===== src/rtl/fcm_pkg.sv =====
package fcm_pkg;
  localparam int REG_W    = 32;
  localparam int EN_BIT   = 31;
  localparam int SEL_LSB  = 27;
  localparam int SEL_W    = 4;
  localparam int RSV_LSB  = 23;
  localparam int RSV_W    = 4;
  localparam int EXP_W    = 23;

  localparam int NUM_SRC  = 10;
  localparam int WORD_W   = 40;
  localparam int NARROW_W = 30;
  // sources whose words are only NARROW_W bits wide
  localparam logic [NUM_SRC-1:0] NARROW_SRC_MASK = 10'b00_0011_0111;
  localparam logic [EXP_W-1:0]   CRC_POLY        = 23'h000021;

  typedef struct packed {
    logic             en;
    logic [SEL_W-1:0] sel;
    logic [EXP_W-1:0] expv;
  } ctrl_t;
endpackage


===== src/rtl/fcm_cfg_reg.sv =====
module fcm_cfg_reg
  import fcm_pkg::*;
(
  input  logic             clk,
  input  logic             rst_n,
  input  logic             wr,
  input  logic [REG_W-1:0] wdata,
  output ctrl_t            ctrl,
  output logic             restart,
  output logic [REG_W-1:0] rdata
);
  ctrl_t ctrl_q;
  ctrl_t ctrl_d;
  logic  unused_rsv;

  assign unused_rsv  = ^wdata[RSV_LSB +: RSV_W];
  assign ctrl_d.en   = wdata[EN_BIT];
  assign ctrl_d.sel  = wdata[SEL_LSB +: SEL_W];
  assign ctrl_d.expv = wdata[EXP_W-1:0];

  // a fresh enable or a new source throws away the frame in flight
  assign restart = wr && ctrl_d.en && (!ctrl_q.en || (ctrl_d.sel != ctrl_q.sel));

  always_ff @(posedge clk or negedge rst_n) begin
    if (!rst_n) ctrl_q <= '0;
    else if (wr) ctrl_q <= ctrl_d;
  end

  assign ctrl  = ctrl_q;
  assign rdata = {ctrl_q.en, ctrl_q.sel, {RSV_W{1'b0}}, ctrl_q.expv};
endmodule


===== src/rtl/fcm_src_mux.sv =====
module fcm_src_mux #(
  parameter int NUM_SRC  = 10,
  parameter int WORD_W   = 40,
  parameter int NARROW_W = 30,
  parameter int SEL_W    = 4,
  parameter logic [NUM_SRC-1:0] NARROW_MASK = '0
) (
  input  logic [NUM_SRC-1:0][WORD_W-1:0] src_data,
  input  logic [NUM_SRC-1:0]             src_valid,
  input  logic [SEL_W-1:0]               sel,
  output logic                           code_ok,
  output logic [WORD_W-1:0]              word,
  output logic                           word_vld
);
  localparam int PAD_W = WORD_W - NARROW_W;

  logic [NUM_SRC-1:0][WORD_W-1:0] shaped;
  logic [SEL_W-1:0]               idx;

  for (genvar s = 0; s < NUM_SRC; s++) begin : g_shape
    if (NARROW_MASK[s]) begin : g_narrow
      assign shaped[s] = {{PAD_W{1'b0}}, src_data[s][NARROW_W-1:0]};
    end else begin : g_wide
      assign shaped[s] = src_data[s];
    end
  end

  assign code_ok  = (32'(sel) < NUM_SRC);
  assign idx      = code_ok ? sel : '0;
  assign word     = shaped[idx];
  assign word_vld = code_ok && src_valid[idx];
endmodule


===== src/rtl/fcm_crc_acc.sv =====
module fcm_crc_acc #(
  parameter int CRC_W  = 23,
  parameter int WORD_W = 40,
  parameter logic [CRC_W-1:0] POLY = 23'h000021
) (
  input  logic              clk,
  input  logic              rst_n,
  input  logic              active,
  input  logic              frame_start,
  input  logic              beat,
  input  logic [WORD_W-1:0] data,
  output logic [CRC_W-1:0]  crc
);
  localparam logic [CRC_W-1:0] SEED = '1;

  function automatic logic [CRC_W-1:0] fold(input logic [CRC_W-1:0] c_in,
                                            input logic [WORD_W-1:0] d);
    logic [CRC_W-1:0] c;
    logic             fb;
    c = c_in;
    for (int i = WORD_W - 1; i >= 0; i--) begin
      fb = c[CRC_W-1] ^ d[i];
      c  = {c[CRC_W-2:0], 1'b0} ^ (fb ? POLY : '0);
    end
    return c;
  endfunction

  logic [CRC_W-1:0] crc_q;

  always_ff @(posedge clk or negedge rst_n) begin
    if (!rst_n) crc_q <= SEED;
    else if (active) begin
      if (frame_start) crc_q <= beat ? fold(SEED, data) : SEED;
      else if (beat)   crc_q <= fold(crc_q, data);
    end
  end

  assign crc = crc_q;
endmodule


===== src/rtl/frame_crc_monitor.sv =====
module frame_crc_monitor
  import fcm_pkg::*;
#(
  parameter int CRC_W = EXP_W,
  parameter int N_SRC = NUM_SRC,
  parameter int DW    = WORD_W
) (
  input  logic                       clk,
  input  logic                       rst_n,
  input  logic                       cfg_wr,
  input  logic [REG_W-1:0]           cfg_wdata,
  output logic [REG_W-1:0]           cfg_rdata,
  input  logic                       vblank,
  input  logic [N_SRC-1:0][DW-1:0]   src_data,
  input  logic [N_SRC-1:0]           src_valid,
  input  logic                       irq_en,
  input  logic                       sts_clr,
  output logic [CRC_W-1:0]           crc_result,
  output logic                       result_valid,
  output logic                       mismatch_sts,
  output logic                       irq
);
  ctrl_t            ctrl;
  logic             restart;
  logic             code_ok;
  logic [DW-1:0]    word;
  logic             word_vld;
  logic             active;
  logic [CRC_W-1:0] crc_run;
  logic             opened_q;
  logic             publish;
  logic [CRC_W-1:0] res_q;
  logic             rv_q;
  logic             sts_q;

  fcm_cfg_reg u_cfg (
    .clk(clk), .rst_n(rst_n), .wr(cfg_wr), .wdata(cfg_wdata),
    .ctrl(ctrl), .restart(restart), .rdata(cfg_rdata)
  );

  fcm_src_mux #(
    .NUM_SRC(N_SRC), .WORD_W(DW), .NARROW_W(NARROW_W), .SEL_W(SEL_W),
    .NARROW_MASK(NARROW_SRC_MASK)
  ) u_mux (
    .src_data(src_data), .src_valid(src_valid), .sel(ctrl.sel),
    .code_ok(code_ok), .word(word), .word_vld(word_vld)
  );

  assign active = ctrl.en && code_ok;

  fcm_crc_acc #(.CRC_W(CRC_W), .WORD_W(DW), .POLY(CRC_POLY)) u_acc (
    .clk(clk), .rst_n(rst_n), .active(active), .frame_start(vblank),
    .beat(word_vld), .data(word), .crc(crc_run)
  );

  // warm-up: first vblank only opens a frame
  always_ff @(posedge clk or negedge rst_n) begin
    if (!rst_n)                 opened_q <= 1'b0;
    else if (restart || !active) opened_q <= 1'b0;
    else if (vblank)            opened_q <= 1'b1;
  end

  assign publish = active && vblank && opened_q && !restart;

  always_ff @(posedge clk or negedge rst_n) begin
    if (!rst_n) begin
      res_q <= '0;
      rv_q  <= 1'b0;
    end else begin
      rv_q <= publish;
      if (publish) res_q <= crc_run;
    end
  end

  always_ff @(posedge clk or negedge rst_n) begin
    if (!rst_n)                                  sts_q <= 1'b0;
    else if (publish && (crc_run != ctrl.expv))  sts_q <= 1'b1;
    else if (sts_clr)                            sts_q <= 1'b0;
  end

  assign crc_result   = res_q;
  assign result_valid = rv_q;
  assign mismatch_sts = sts_q;
  assign irq          = sts_q && irq_en;
endmodule


===== config.mk =====
export PLATFORM = sky130hd
export DESIGN_NAME = frame_crc_monitor
export DESIGN_NICKNAME = d
export VERILOG_FILES = /design/src/rtl/fcm_pkg.sv /design/src/rtl/fcm_cfg_reg.sv /design/src/rtl/fcm_src_mux.sv /design/src/rtl/fcm_crc_acc.sv /design/src/rtl/frame_crc_monitor.sv
export SDC_FILE = /design/constraint.sdc
export NUM_CORES = 1
export LEC_CHECK = 0
export ABC_CLOCK_PERIOD_IN_PS = 4000
export BUFFER_PORTS_ARGS = -buffer_cell sky130_fd_sc_hd__buf_2
export CORE_AREA = 2 2 198 200
export CTS_CLUSTER_DIAMETER = 80
export DETAILED_ROUTE_END_ITERATION = 8
export DIE_AREA = 0 0 200 202
export GPL_TIMING_DRIVEN = 0
export PLACE_DENSITY = 0.51
export SYNTH_ARGS = -nofsm -noshare
export SYNTH_HDL_FRONTEND = slang
export SYNTH_HIERARCHICAL = 1
export SYNTH_SLANG_ARGS = --single-unit

===== constraint.sdc =====
create_clock -name clk -period 4 [get_ports clk]
set_input_delay 0.2 -clock clk [delete_from_list [all_inputs] [get_ports clk]]
set_output_delay 0.2 -clock clk [all_outputs]
set_load 0.01 [all_outputs]

==> results of run 1 <==
-- worst max-delay path: stages, from the launching register on --
cell	delay [ns]
dfrtp_1	0.46
buf_2	0.25
or3b_1	0.32
clkbuf_1	0.52
o22ai_1	0.23
a211oi_1	1.11
xor2_4	0.12
xnor2_1	0.21
o32a_1	0.35
o221a_1	0.22
-- power by group --
part / switching, mW / total [mW] / internal, mW
combinational: 1.45 / 2.88 / 1.43
sequential: 0.435 / 1.57 / 1.13
clock: 0.325 / 0.965 / 0.639
-- routing by layer --
metal	up-vias	track usage, %
li1	4212	-
met1	4320	26.1
met2	421	33.9
met3	41	4.44
met4	6	3.97
met5	-	0
-- cells in the final DEF (no fill, tap or decap), types with 12 or more instances in the layout --
cell,Yosys,routed
buf_4,37,38
mux2i_1,13,13
mux2_2,134,134
nor2_1,32,32
dfrtp_1,54,54
a21o_1,29,29
o22ai_1,39,39
xnor2_1,79,79
a222oi_1,29,29
buf_6,18,18
nand3b_1,30,30
xor2_1,18,18
clkbuf_1,38,38
buf_2,18,463
o21bai_1,30,30
a21oi_1,12,12
nor2b_1,33,33
dfstp_2,23,23
o21ai_0,14,14
a211oi_1,62,62
-- state kept, by name, indices dropped and copies added (netlist names) --
signal	cells
u_cfg/ctrl	28
crc_result	23
u_acc/crc	23
mismatch_sts	1
opened_q	1
result_valid	1
-- worst max path at each step --
stage                   start      endpoint  slack [ns]  cells past startpoint
3_3_place_gp   u_cfg/ctrl[25]  u_acc/crc[7]        0.21                      9
3_5_place_dp   u_cfg/ctrl[25]  u_acc/crc[7]        0.20                      9
5_1_grt        u_cfg/ctrl[25]  u_acc/crc[7]        0.02                      9
4_1_cts        u_cfg/ctrl[25]  u_acc/crc[7]        0.19                      9
6_report       u_cfg/ctrl[25]  u_acc/crc[7]        0.12                      9
2_1_floorplan  u_cfg/ctrl[26]  u_acc/crc[0]        1.34                      8
-- cell families after synthesis --
family | share of synthesized area (%)
xor+xnor | 13.3
compound gates | 24.8
flops | 22.9
other cells | 0.0440
buf+inv | 8.64
mux | 21.9
simple gates | 8.34
-- layout make-up --
cell class                 count  share of cell area [%]
multi-input combinational    673                    49.5
timing repair buffer         448                    19.2
sequential                    77                    16.5
buffer                       113                    6.11
tap                          518                    5.48
clock buffer                  11                    2.14
clock inverter                 4                   0.804
inverter                       4                   0.127
antenna                        4                  0.0847
==> run metrics, run 1 <==
status=finished clean; pre-CTS setup slack=0.204 ns; final hold slack=0.0921 ns; Min-Delay Path Depth=2; grt ovf=0; TritonCTS buffer count=9; CP max FO=10; period utilisation layout=97.1%; worst min-delay path startpoint=cfg_wdata[4]; reg2reg path depth=9; layout cell share with drive strength beyond 1=53.7%; Data required, critical path=4.27 ns; Syn. warnings=6; First DRT Iteration DRCs=678; area leader, netlist=mux2_2; Cell variety after synth=54; DP HPWL=35500 µm; clock transition at the registers of the reported paths=0.06 ns; met1 WL=18300 µm; total clock sinks=77; cell area power density=458 nW/µm²; reg2reg end=u_acc/crc[7]; die area=40400 µm²; fin nets=1774; endpoint class of the critical path=flip-flop; Via density=4.86; CP Class=reg -> reg; ys flop type=dfrtp_1; vias=9000; WL met3=3320 µm; core area=38300 µm²; WL met2=19800 µm; Tot GR Track Use=20.0%; Area Growth Syn to Fin=38.6%; total negative slack=0 ns; antenna-violating nets left=0; IO Pins=506; Total Wirelength=42100 µm; utilization of the core after routing=30.9%; EDFF count, synth=0; initial antenna violation count=7; Root Driver=clkbuf_16; number of remaining DRC errors=0; register bit total from synthesis=77; hold path endpoint=u_cfg/ctrl[4]; I/O Buffers=446; placed cell area=11500 µm²; Synth Instances=864; Die Span X=200 µm; Setup WS post-layout=0.117 ns; die height=202 µm; Syn Std Cell Area=8530 µm²; relative slew slack=5.08%; static leakage=5.21 nW; worst vdd ir=0.000204 V; total power=5.41 mW; Pins Over Slew Limit=0; Max clock buf depth=2; register area share after synthesis=22.9%; pin count of the biggest net entering global routing=43; Clock Skews=0.00545 ns; placed cell count=1832; CTS resizes=0; CP startpoint kind=flip-flop; Hold Crit Class=in -> reg; area of the multi-input gates=5850 µm²; maxcap violations=0; ranking of synthesized cells by area=mux2_2, dfrtp_1, xnor2_1; first-pass GRT wire length=58700 µm; drt pass-1 iters=6; wire per inst=22.7 µm; Fillers=4074; RSZ-0062 raised after global routing=no; Setup Fix Bufs, Post-CTS=0; vias in the first global route=9086; Layout Cells excl Fill=1852; worst slew pin tran=1.42 ns; syn avg cell area=9.87 µm²; Min Clock Period, post-route=3.88 ns; Hold Fails Final Rpt=0; Setup Viol. Count Final=0; TritonCTS clock tree=yes; R2R Setup Slk=0.12 ns; gpl congestion=0.916; post-synth top area share=17.7%; Seq. cell area=1960 µm²; post-route cell area=11800 µm²; Async SR Flop Fraction=100%; H-Tree Level Count=3; placement row count=72; crit path DAT=4.15 ns; Initial Utilization=22.3%; FF-to-FF Start=u_cfg/ctrl[25]; most frequent cells after synthesis=mux2_2, xnor2_1, a211oi_1, dfrtp_1, o22ai_1; most frequent cell after synthesis=mux2_2; worst skew pair latency=0.34 ns; uppermost layer routed=met5; Max Freq=258 MHz; Hold Buf Count CTS=1
Power figures use the tool's default switching activity.
==> inputs of run 2 (changes only) <==
--- a/config.mk
+++ b/config.mk
@@ -7,12 +7,14 @@
 export LEC_CHECK = 0
 export ABC_CLOCK_PERIOD_IN_PS = 4000
 export BUFFER_PORTS_ARGS = -buffer_cell sky130_fd_sc_hd__buf_2
+export CELL_PAD_IN_SITES_DETAIL_PLACEMENT = 1
+export CELL_PAD_IN_SITES_GLOBAL_PLACEMENT = 1
 export CORE_AREA = 2 2 198 200
 export CTS_CLUSTER_DIAMETER = 80
 export DETAILED_ROUTE_END_ITERATION = 8
 export DIE_AREA = 0 0 200 202
 export GPL_TIMING_DRIVEN = 0
-export PLACE_DENSITY = 0.51
+export PLACE_DENSITY = 0.65
 export SYNTH_ARGS = -nofsm -noshare
 export SYNTH_HDL_FRONTEND = slang
 export SYNTH_HIERARCHICAL = 1
==> run 2 against run 1 <==
  * Sequential share of layout area hardly changed
  * Global-route usage is 1.6 points higher
  * Register-to-register slack better by 0.16 ns
  * Flip-flop and latch count stayed put
  * Critical endpoint is now u_acc/crc[2]
  * Critical path type unchanged
  * Combinational power is 2% higher
  * Via count is 2.6% higher
  * Fmax is 4.2% higher
  * Highest routed layer unchanged
  * Sequential power hardly changed
  * Setup slack better by 0.16 ns
  * Critical path depth is 1 lower
  * Utilization is 0.082 points lower
  * Clock-buffer cell count is 1 lower
==> run metrics, run 2 (synthesized netlist as in run 1, its figures left out) <==
status=finished clean (unchanged); TritonCTS buffer count=9 (unchanged); Initial Utilization=22.3% (unchanged); H-Tree Level Count=3 (unchanged); Tot GR Track Use=21.6% (was 20.0%); Max Freq=268 MHz (was 258 MHz); Area Growth Syn to Fin=38.2% (was 38.6%); Largest register FFs=28 (unchanged); most frequent cells in the layout=buf_2, mux2_2, xnor2_1, a211oi_1, dfrtp_1 (unchanged); maxcap violations=0 (unchanged); RSZ-0062 raised after global routing=no (unchanged); Via density=4.98 (was 4.86); crit path DAT=3.99 ns (was 4.15 ns); worst slew pin tran=1.07 ns (was 1.42 ns); placed cell area=11500 µm² (unchanged); die area=40400 µm² (unchanged); static leakage=5.19 nW (was 5.21 nW); Setup Viol. Count Final=0 (unchanged); clock transition at the registers of the reported paths=0.06 ns (about the same); IO Pins=506 (unchanged); CP Class=reg -> reg (unchanged); I/O Buffers=446 (unchanged); cell area power density=454 nW/µm² (was 458 nW/µm²); commonest non-fill, non-tap cell in the layout=buf_2 (unchanged); total clock sinks=77 (unchanged); Clock Skews=0.0110 ns (was 0.00545 ns); die height=202 µm (unchanged); total power=5.35 mW (was 5.41 mW); number of remaining DRC errors=0 (unchanged); final hold slack=0.0864 ns (was 0.0921 ns); CTS resizes=0 (unchanged); period utilisation layout=93.2% (was 97.1%); Root Driver=clkbuf_16 (unchanged); relative slew slack=28.1% (was 5.08%); worst vdd ir=0.000262 V (was 0.000204 V); Hold Crit Class=in -> reg (unchanged); fin nets=1775 (was 1774); Die Span X=200 µm (unchanged); Pins Over Slew Limit=0 (unchanged); antenna-violating nets left=0 (unchanged); gpl congestion=0.944 (was 0.916); pin count of the biggest net entering global routing=52 (was 43); initial antenna violation count=14 (was 7); first-pass GRT wire length=63500 µm (was 58700 µm); Hold Fails Final Rpt=0 (unchanged); post-route cell area=11800 µm² (about the same); vias in the first global route=9911 (was 9086); drt pass-1 iters=7 (was 6); vias=9234 (was 9000); layout cell share with drive strength beyond 1=53.8% (was 53.7%); placement row count=72 (unchanged); Min Clock Period, post-route=3.73 ns (was 3.88 ns); CP startpoint kind=flip-flop (unchanged); First DRT Iteration DRCs=513 (was 678); core area=38300 µm² (unchanged); utilization of the core after routing=30.8% (was 30.9%); Max clock buf depth=2 (unchanged); Setup Fix Bufs, Post-CTS=0 (unchanged); total negative slack=0 ns (unchanged); Fillers=4586 (was 4074); Data required, critical path=4.26 ns (was 4.27 ns); endpoint class of the critical path=flip-flop (unchanged); Total Wirelength=44500 µm (was 42100 µm); TritonCTS clock tree=yes (unchanged); CP max FO=10 (unchanged); grt ovf=0 (unchanged); worst skew pair latency=0.34 ns (about the same); wire per inst=24.0 µm (was 22.7 µm); DP HPWL=37700 µm (was 35500 µm)
==> run 2: cell count changes in the layout (fill, tap and decap cells not counted) <==
| cell | previous run | this run |
|---|---|---|
| clkbuf_8 | 2 | 1 |
| clkinv_2 | 1 | 0 |
| clkinv_4 | 0 | 1 |
| buf_4 | 38 | 39 |
| bufinv_16 | 3 | 1 |
| inv_6 | 0 | 1 |
| clkinvlp_4 | 0 | 3 |
==> run 2: stage by stage <==
step | std cells | setup slack [ns]
after floorplan | 867 | 1.34
after global placement | 1831 | 0.311
after detailed placement | 1832 | 0.246
after CTS | 1849 | 0.216
after global routing | 1854 | 0.0551
final | 1854 | 0.273
==> run 2: metal layers <==
| layer | up-vias | wire length (µm) | track usage [%] | share of wire (%) |
|---|---|---|---|---|
| met3 | 55 | 3020 | 4.10 | 6.8 |
| met1 | 4521 | 18800 | 27.1 | 42 |
| met4 | 10 | 874 | 5.29 | 2.0 |
| met2 | 428 | 21800 | 37.8 | 49 |
| met5 | - | 65 | 0 | 0.15 |
| li1 | 4220 | - | - | - |
==> run 2: repair_timing <==
item                                   in CTS  in global routing
endpoints found under the hold margin      20                  0
setup endpoints to repair                   0                  0
hold buffers                                1                  0
==> run 2: power by group <==
part | total (mW) | internal [mW] | leakage [nW] | switching, mW
registers | 1.57 | 1.13 | 0.908 | 0.443
logic | 2.93 | 1.44 | 4.14 | 1.49
clock network | 0.846 | 0.503 | 0.141 | 0.343
total | 5.35 | 3.07 | 5.19 | 2.28
==> run 2: path summary, 6_finish.rpt <==
| check | startpoint | end | slack [ns] | cells past startpoint |
|---|---|---|---|---|
| min in group asynchronous | rst_n | crc_result[4] | 0.33 | 2 |
| worst max register to register | u_cfg/ctrl[26] | u_acc/crc[2] | 0.27 | 8 |
| worst min register to register | crc_result[16] | crc_result[16] | 0.50 | 1 |
| worst min-delay path | cfg_wdata[20] | u_cfg/ctrl[20] | 0.09 | 2 |
| worst max-delay path | u_cfg/ctrl[26] | u_acc/crc[2] | 0.27 | 8 |
| max in group asynchronous | rst_n | u_acc/crc[14] | 3.04 | 3 |
==> run 2: area by class of cell <==
type | instances | area, µm² | share of cell area [%]
Multi-Input combinational cell | 673 | 5850 | 49.6
Buffer | 113 | 722 | 6.12
Inverter | 4 | 15.0 | 0.127
Timing Repair Buffer | 449 | 2280 | 19.3
Clock buffer | 10 | 239 | 2.03
Antenna cell | 4 | 10.0 | 0.0849
Sequential cell | 77 | 1960 | 16.6
Clock inverter | 6 | 70.1 | 0.594
Tap cell | 518 | 648 | 5.50
==> run 2: worst max-delay path, cell delays in order, from the launching register on <==
cell and delay, ns:
dfrtp_1 0.62, buf_2 0.35, clkbuf_1 0.58, a222oi_1 0.22
a211oi_1 0.61, xnor3_2 0.49, xnor2_1 0.16, o32a_1 0.37
o221a_1 0.23
